### config.mk
export PLATFORM = sky130hd
export DESIGN_NAME = cell_poll_slave
export DESIGN_NICKNAME = d
export VERILOG_FILES = /design/src/rtl/cps_pkg.sv /design/src/rtl/cps_addr_map.sv /design/src/rtl/cps_status.sv /design/src/rtl/cps_parity.sv /design/src/rtl/cps_xfer.sv /design/src/rtl/cell_poll_slave.sv
export SDC_FILE = /design/constraint.sdc
export NUM_CORES = 1
export LEC_CHECK = 0
export ABC_AREA = 1
export BUFFER_PORTS_ARGS = -buffer_cell sky130_fd_sc_hd__buf_2
export CAP_MARGIN = 20
export CORE_MARGIN = 4
export CORE_UTILIZATION = 35
export DETAILED_ROUTE_END_ITERATION = 16
export PLACE_DENSITY = 0.62
export SKIP_CTS_REPAIR_TIMING = 1
export SLEW_MARGIN = 30
export SYNTH_ARGS = -nofsm -noshare
export SYNTH_HDL_FRONTEND = slang
export SYNTH_SLANG_ARGS = --single-unit
### constraint.sdc
create_clock -name clk -period 1.28 [get_ports clk]
set_input_delay 0.192 -clock clk [delete_from_list [all_inputs] [get_ports clk]]
set_output_delay 0.192 -clock clk [all_outputs]
set_load 0.02 [all_outputs]
### src/rtl/cps_pkg.sv
package cps_pkg;
   localparam int ADDR_W    = 5;
   localparam int MAX_PORTS = 31;
   localparam int CLAV_W    = 4;

   // default custom table: port i answers to address 30-i
   function automatic logic [MAX_PORTS*ADDR_W-1:0] descending_map();
      logic [MAX_PORTS*ADDR_W-1:0] m;
      m = '0;
      for (int i = 0; i < MAX_PORTS; i++)
         m[i*ADDR_W +: ADDR_W] = ADDR_W'(MAX_PORTS - 1 - i);
      return m;
   endfunction
endpackage

### src/rtl/cps_addr_map.sv
module cps_addr_map #(
   parameter int NPORTS     = 4,
   parameter int CUSTOM_MAP = 0,
   parameter logic [cps_pkg::MAX_PORTS*cps_pkg::ADDR_W-1:0] PORT_MAP = cps_pkg::descending_map(),
   parameter int PW         = 2
) (
   input  logic [cps_pkg::ADDR_W-1:0] addr,
   output logic                       hit,
   output logic [PW-1:0]              port
);
   import cps_pkg::*;

   logic [ADDR_W-1:0] tab [NPORTS];

   for (genvar i = 0; i < NPORTS; i++) begin : g_tab
      if (CUSTOM_MAP != 0) begin : g_custom
         assign tab[i] = PORT_MAP[i*ADDR_W +: ADDR_W];
      end else begin : g_direct
         assign tab[i] = ADDR_W'(i);
      end
   end

   if (NPORTS == 1) begin : g_single
      logic unused_addr;
      assign unused_addr = ^{addr, tab[0]};
      assign hit  = 1'b1;
      assign port = '0;
   end else begin : g_multi
      always_comb begin
         hit  = 1'b0;
         port = '0;
         for (int i = 0; i < NPORTS; i++) begin
            if (!hit && tab[i] == addr) begin
               hit  = 1'b1;
               port = PW'(i);
            end
         end
      end
   end
endmodule

### src/rtl/cps_status.sv
module cps_status #(
   parameter int NPORTS      = 4,
   parameter int DIRECT_STAT = 0,
   parameter int PW          = 2
) (
   input  logic                       clk,
   input  logic                       rst_n,
   input  logic                       hit,
   input  logic [PW-1:0]              port,
   input  logic [NPORTS-1:0]          room,
   output logic [cps_pkg::CLAV_W-1:0] clav
);
   import cps_pkg::*;

   if (DIRECT_STAT != 0) begin : g_direct
      logic [CLAV_W-1:0] room_pad;
      logic              unused_sel;
      assign unused_sel = ^{hit, port};
      always_comb begin
         room_pad = '0;
         for (int i = 0; i < NPORTS; i++) room_pad[i] = room[i];
      end
      always_ff @(posedge clk) begin
         if (!rst_n) clav <= '0;
         else        clav <= room_pad;
      end
   end else begin : g_polled
      logic st;
      always_comb begin
         st = 1'b0;
         for (int i = 0; i < NPORTS; i++)
            if (hit && port == PW'(i)) st = room[i];
      end
      always_ff @(posedge clk) begin
         if (!rst_n) clav <= '0;
         else        clav <= {{(CLAV_W-1){1'b0}}, st};
      end

      AST_CLAV_UPPER_QUIET: assert property (@(posedge clk) disable iff (!rst_n)
         clav[CLAV_W-1:1] == '0);
   end
endmodule

### src/rtl/cps_parity.sv
module cps_parity #(
   parameter int DW = 32
) (
   input  logic          clk,
   input  logic          rst_n,
   input  logic          enb_n,
   input  logic [DW-1:0] data,
   input  logic          prty,
   output logic          bad_now,
   output logic          prty_err
);
   // odd parity: data plus parity bit must hold an odd count of ones
   assign bad_now = !enb_n && !(^{data, prty});

   always_ff @(posedge clk) begin
      if (!rst_n) prty_err <= 1'b0;
      else        prty_err <= bad_now;
   end

   AST_PERR_NEEDS_WORD: assert property (@(posedge clk) disable iff (!rst_n)
      prty_err |-> !$past(enb_n));
endmodule

### src/rtl/cps_xfer.sv
module cps_xfer #(
   parameter int NPORTS     = 4,
   parameter int DW         = 32,
   parameter int CELL_WORDS = 13,
   parameter int PW         = 2
) (
   input  logic              clk,
   input  logic              rst_n,
   input  logic              enb_n,
   input  logic              soc_in,
   input  logic [DW-1:0]     data,
   input  logic              map_hit,
   input  logic [PW-1:0]     map_port,
   input  logic              bad_now,
   output logic [NPORTS-1:0] wr_en,
   output logic [NPORTS-1:0] port_soc,
   output logic [NPORTS-1:0] port_err,
   output logic [DW-1:0]     port_data,
   output logic              soc_err
);
   localparam int CW = (CELL_WORDS > 1) ? $clog2(CELL_WORDS) : 1;

   logic          enb_q, active, err_hold, sel_hit;
   logic [PW-1:0] sel_port;
   logic [CW-1:0] cnt;

   logic              fall, word_go, last, use_hit, err_word;
   logic [PW-1:0]     use_port;
   logic [NPORTS-1:0] onehot;

   always_comb begin
      fall     = enb_q && !enb_n;
      word_go  = !enb_n && (active || soc_in);
      last     = active ? (cnt == CW'(CELL_WORDS - 1)) : (CELL_WORDS == 1);
      use_port = (!active && fall) ? map_port : sel_port;
      use_hit  = (!active && fall) ? map_hit  : sel_hit;
      onehot   = use_hit ? (NPORTS'(1) << use_port) : '0;
      err_word = bad_now || (active && err_hold);
   end

   always_ff @(posedge clk) begin
      if (!rst_n) begin
         enb_q     <= 1'b1;
         active    <= 1'b0;
         err_hold  <= 1'b0;
         sel_hit   <= 1'b0;
         sel_port  <= '0;
         cnt       <= '0;
         wr_en     <= '0;
         port_soc  <= '0;
         port_err  <= '0;
         port_data <= '0;
         soc_err   <= 1'b0;
      end else begin
         enb_q    <= enb_n;
         wr_en    <= '0;
         port_soc <= '0;
         port_err <= '0;
         soc_err  <= 1'b0;
         if (fall && !active) begin
            sel_port <= map_port;
            sel_hit  <= map_hit;
         end
         if (word_go) begin
            wr_en     <= onehot;
            port_data <= data;
            port_soc  <= active ? '0 : onehot;
            port_err  <= err_word ? onehot : '0;
            if (last) begin
               active   <= 1'b0;
               cnt      <= '0;
               err_hold <= 1'b0;
            end else begin
               active   <= 1'b1;
               cnt      <= cnt + 1'b1;
               err_hold <= err_word;
            end
         end else if (!enb_n && !active) begin
            soc_err <= 1'b1;
         end
      end
   end

   AST_ONE_PORT: assert property (@(posedge clk) disable iff (!rst_n)
      $onehot0(wr_en));
   AST_SEL_HELD: assert property (@(posedge clk) disable iff (!rst_n)
      active |=> $stable(sel_port));
   AST_SOC_WITH_WRITE: assert property (@(posedge clk) disable iff (!rst_n)
      (port_soc & ~wr_en) == '0);
   AST_SOCERR_DROPS: assert property (@(posedge clk) disable iff (!rst_n)
      soc_err |-> wr_en == '0);
   AST_ERR_HELD: assert property (@(posedge clk) disable iff (!rst_n)
      (err_hold && !enb_n) |=> (port_err & wr_en) == wr_en);
endmodule

### src/rtl/cell_poll_slave.sv
module cell_poll_slave #(
   parameter int NPORTS      = 4,
   parameter int DW          = 32,
   parameter int CELL_WORDS  = 13,
   parameter int DIRECT_STAT = 0,
   parameter int CUSTOM_MAP  = 0,
   parameter logic [cps_pkg::MAX_PORTS*cps_pkg::ADDR_W-1:0] PORT_MAP = cps_pkg::descending_map()
) (
   input  logic              clk,
   input  logic              rst_n,
   input  logic              enb_n,
   input  logic [4:0]        addr,
   input  logic [DW-1:0]     data,
   input  logic              prty,
   input  logic              soc_in,
   input  logic [NPORTS-1:0] room,
   output logic [3:0]        clav,
   output logic [NPORTS-1:0] wr_en,
   output logic [DW-1:0]     port_data,
   output logic [NPORTS-1:0] port_soc,
   output logic [NPORTS-1:0] port_err,
   output logic              soc_err,
   output logic              prty_err
);
   import cps_pkg::*;

   localparam int PW = (NPORTS > 1) ? $clog2(NPORTS) : 1;

   if (NPORTS < 1 || NPORTS > MAX_PORTS) begin : g_bad_ports
      $error("cell_poll_slave: NPORTS out of range");
   end
   if (DIRECT_STAT != 0 && NPORTS > CLAV_W) begin : g_bad_direct
      $error("cell_poll_slave: direct status needs four ports or fewer");
   end
   if (CELL_WORDS < 1 || DW < 1) begin : g_bad_size
      $error("cell_poll_slave: CELL_WORDS and DW must be positive");
   end

   logic [ADDR_W-1:0] addr_q;
   logic              map_hit, bad_now;
   logic [PW-1:0]     map_port;

   always_ff @(posedge clk) begin
      if (!rst_n) addr_q <= '0;
      else        addr_q <= addr;
   end

   cps_addr_map #(
      .NPORTS(NPORTS), .CUSTOM_MAP(CUSTOM_MAP), .PORT_MAP(PORT_MAP), .PW(PW)
   ) u_map (
      .addr(addr_q), .hit(map_hit), .port(map_port)
   );

   cps_status #(
      .NPORTS(NPORTS), .DIRECT_STAT(DIRECT_STAT), .PW(PW)
   ) u_status (
      .clk(clk), .rst_n(rst_n), .hit(map_hit), .port(map_port),
      .room(room), .clav(clav)
   );

   cps_parity #(.DW(DW)) u_par (
      .clk(clk), .rst_n(rst_n), .enb_n(enb_n), .data(data), .prty(prty),
      .bad_now(bad_now), .prty_err(prty_err)
   );

   cps_xfer #(
      .NPORTS(NPORTS), .DW(DW), .CELL_WORDS(CELL_WORDS), .PW(PW)
   ) u_xfer (
      .clk(clk), .rst_n(rst_n), .enb_n(enb_n), .soc_in(soc_in), .data(data),
      .map_hit(map_hit), .map_port(map_port), .bad_now(bad_now),
      .wr_en(wr_en), .port_soc(port_soc), .port_err(port_err),
      .port_data(port_data), .soc_err(soc_err)
   );
endmodule

==> impl_metrics.yaml <==
sta:
  fin_skew_ns: 0.01029
  drv_slew: 0
  post-route-period-util: 1.126
  finalSetupTns_ns: -2.440
  setup_ws_ns: -0.1616
  maxClockFrequency_mhz: 693.7
  finalHoldViolCount: 0
  min_period_ns: 1.442
  final-setup-viol-count: 45
  rsz0062_at_grt: "yes"
grt:
  overflow: 0
  first_global_vias: 2650
  gr-usage-all-layers: 0.1440
  grt_pass1_wl_um: 11380
  met3_usage: 0.06086
  met2_usage: 0.2392
  antenna_found_initial: 0
  grt_max_degree: 35
  top_usage_layer: "met2"
  met1_usage: 0.1717
worst_setup_path:
  cp_slowest_cell: "dfxtp_2"
  critPathArrivalTime_ns: 1.67
  startpoint_type: "register"
  r2r_start: "u_xfer.active"
  crit_path_max_incr_delay_ns: 0.35
  r2r-end: "u_xfer.port_soc[1]"
  r2r_setup_slack_ns: -0.16
  crit_fanout: 4
  r2r_cells: 10
  path_cells: "inv_4 > nand3_4 > nor4_4 > nand2_1 > nand2_2 > nor2_1 > inv_1 > nor2_1 > nand2_1 > nor2_1"
  cp.required_ns: 1.51
  setup.worst_path.class: "register to register"
  cpMostUsedCell: "nor2_1"
  crit_path_end_kind: "register"
pwr:
  power_density_nw_per_um2: 1264
  leakagePower_nw: 2.225
  ir_drop_mv: 0.6213
floorplanning:
  core_area_um2: 7848
  rows: 32
  design.die.area_um2: 9745
  dieWidth_um: 98.72
  ioPinCount: 96
  die_h_um: 98.72
  initial_core_util: 0.3670
layout:
  num-fill-cells: 813
  ff_latch_area_um2: 1242
  diodes: 0
  final_common_cell: "nand2_1"
  multi_input_area_um2: 1364
  nets: 598
  finalInstanceArea_um2: 3894
  final_cell_mix: "nand2_1 (189), buf_2 (92), dfxtp_1 (61)"
  drive_gt1_frac: 0.2919
  area_growth_pct: 35.19
cts:
  numCtsBuffers: 9
  cts_tree: "done"
  cts.htree.levels: 3
  cts.path.max_buffers: 2
  clk_latency_ns: 0.33
  cts_root_buf: "clkbuf_8"
  clock_sinks: 62
  cts.clk_slew.worst_paths_ns: 0.07
route:
  wire_per_inst_um: 10.59
  ant_nets: 0
  post_drt_via_cell_ratio: 4.364
  route.vias.total: 2867
  routed_wl_um: 6960
  drt_pre_antenna_iters: 5
  drtIter0Drc: 73
  drc: 0
synthesis:
  ys_warn_count: 0
  syn_avg_cell_area_um2: 6.761
  netlist_area_um2: 2880
  ys_ff_latch: 62
  ys_types: 36
  yosysSeqAreaShare: 0.4309
  syn_inst: 426
run_status:
  violations: "negative setup slack"
  outcome: "finished with violations"
placement:
  portBuffers: 92
  gp_congestion: 0.7739
  hpwl_um: 5427
  post_dp_cell_area_um2: 3632
min_path:
  hold_path_end: "addr_q[1]"
  worstHoldStart: "addr[1]"
  hold_class: "input port to register"
  hold_path_depth: 3
job:
  drv_cap: 0
-- state kept, by name, summed over array words and instances, names as in the netlist, 2 cells and up --
register	flops
u_xfer.port_data	32
addr_q	5
u_xfer.cnt	4
u_xfer.port_err	4
u_xfer.port_soc	4
u_xfer.wr_en	4
u_xfer.sel_port	2
-- worst max-delay path, delay by kind of cell (launching register included) --
family | cells | cell delay (ns)
buffers and inverters | 2 | 0.15
flip-flops | 1 | 0.35
AND/OR/NAND/NOR | 8 | 0.84
-- stage by stage --
stage | util | power, mW | cells | hold WS [ns] | worst slack, ns
finish | 0.4962 | 4.923 | 657 | 0.03161 | -0.1616
global route | 0.4962 | 5.182 | 657 | 0.01836 | -0.3008
CTS | 0.4922 | 4.978 | 655 | 0.01408 | -0.1510
detailed placement | 0.4629 | 2.999 | 639 | 0.3773 | -0.2213
global placement | 0.4629 | 2.976 | 639 | 0.3764 | -0.1708
floorplan | - | 2.670 | 428 | 0.2688 | -0.05794
-- cell families (layout without fill, tap and decap cells) --
kind of cell | Yosys count | after routing | share of synthesized area
xor gates and xnor gates | 5 | 5 | 0.01521
other | 1 | 3 | 0.001302
and+or+nand+nor | 238 | 238 | 0.3493
buffers and inverters | 72 | 199 | 0.1034
DFF | 62 | 62 | 0.4309
AOI/OAI and AO/OA | 46 | 46 | 0.09123
adders and majority gates | 2 | 2 | 0.008687
-- routing by layer --
metal | share of wire | routed length [µm]
met1 | 0.45 | 3122
met2 | 0.46 | 3214
met3 | 0.081 | 566
met4 | 0.0082 | 57
met5 | 0 | 0
-- report_power, final --
group | switching, mW | total [mW] | internal, mW
Clock | 0.808 | 1.97 | 1.16
Sequential | 0.0547 | 2.08 | 2.03
Combinational | 0.535 | 0.876 | 0.340
Total | 1.40 | 4.92 | 3.52
-- cell type report --
class	instances	area share
clock buffer	10	0.03535
clock inverter	6	0.02378
inverter	61	0.05945
multi-input combinational	294	0.3503
sequential	62	0.3191
tap	102	0.03278
timing repair buffer	122	0.1793
-- worst max-delay path by stage --
| stage | startpoint | endpoint | slack (ns) | cells past startpoint |
|---|---|---|---|---|
| 6_report | u_xfer.active | u_xfer.port_soc[1] | -0.16 | 10 |
| 5_1_grt | u_xfer.active | u_xfer.port_soc[1] | -0.30 | 10 |
| 4_1_cts | u_xfer.active | u_xfer.port_err[0] | -0.15 | 10 |
| 3_5_place_dp | data[9] | u_xfer.err_hold | -0.22 | 13 |
| 3_3_place_gp | data[15] | u_xfer.err_hold | -0.17 | 12 |
| 2_1_floorplan | u_xfer.active | u_xfer.port_err[0] | -0.06 | 11 |
-- cell usage after synthesis (all sizes together) --
| cell type | number | area (µm²) |
|---|---|---|
| a21o | 1 | 7.510 |
| a31oi | 1 | 6.260 |
| conb | 1 | 3.750 |
| nor4 | 2 | 27.53 |
| nand2 | 193 | 731.9 |
| clkbuf | 3 | 12.51 |
| o21ai | 31 | 155.2 |
| and3 | 1 | 6.260 |
| xnor2 | 3 | 26.28 |
| a21boi | 1 | 11.26 |
| nand3 | 10 | 80.07 |
| xor2 | 2 | 17.52 |
| nor2 | 26 | 115.1 |
| a22o | 4 | 35.03 |
| nand3b | 1 | 7.510 |
| inv | 61 | 231.5 |
| nor3 | 4 | 31.28 |
| a21oi | 8 | 47.55 |
| nand4 | 1 | 6.260 |
| dfxtp | 62 | 1241 |
| buf | 8 | 53.80 |
| ha | 2 | 25.02 |
(Power assumes the default switching activity.)
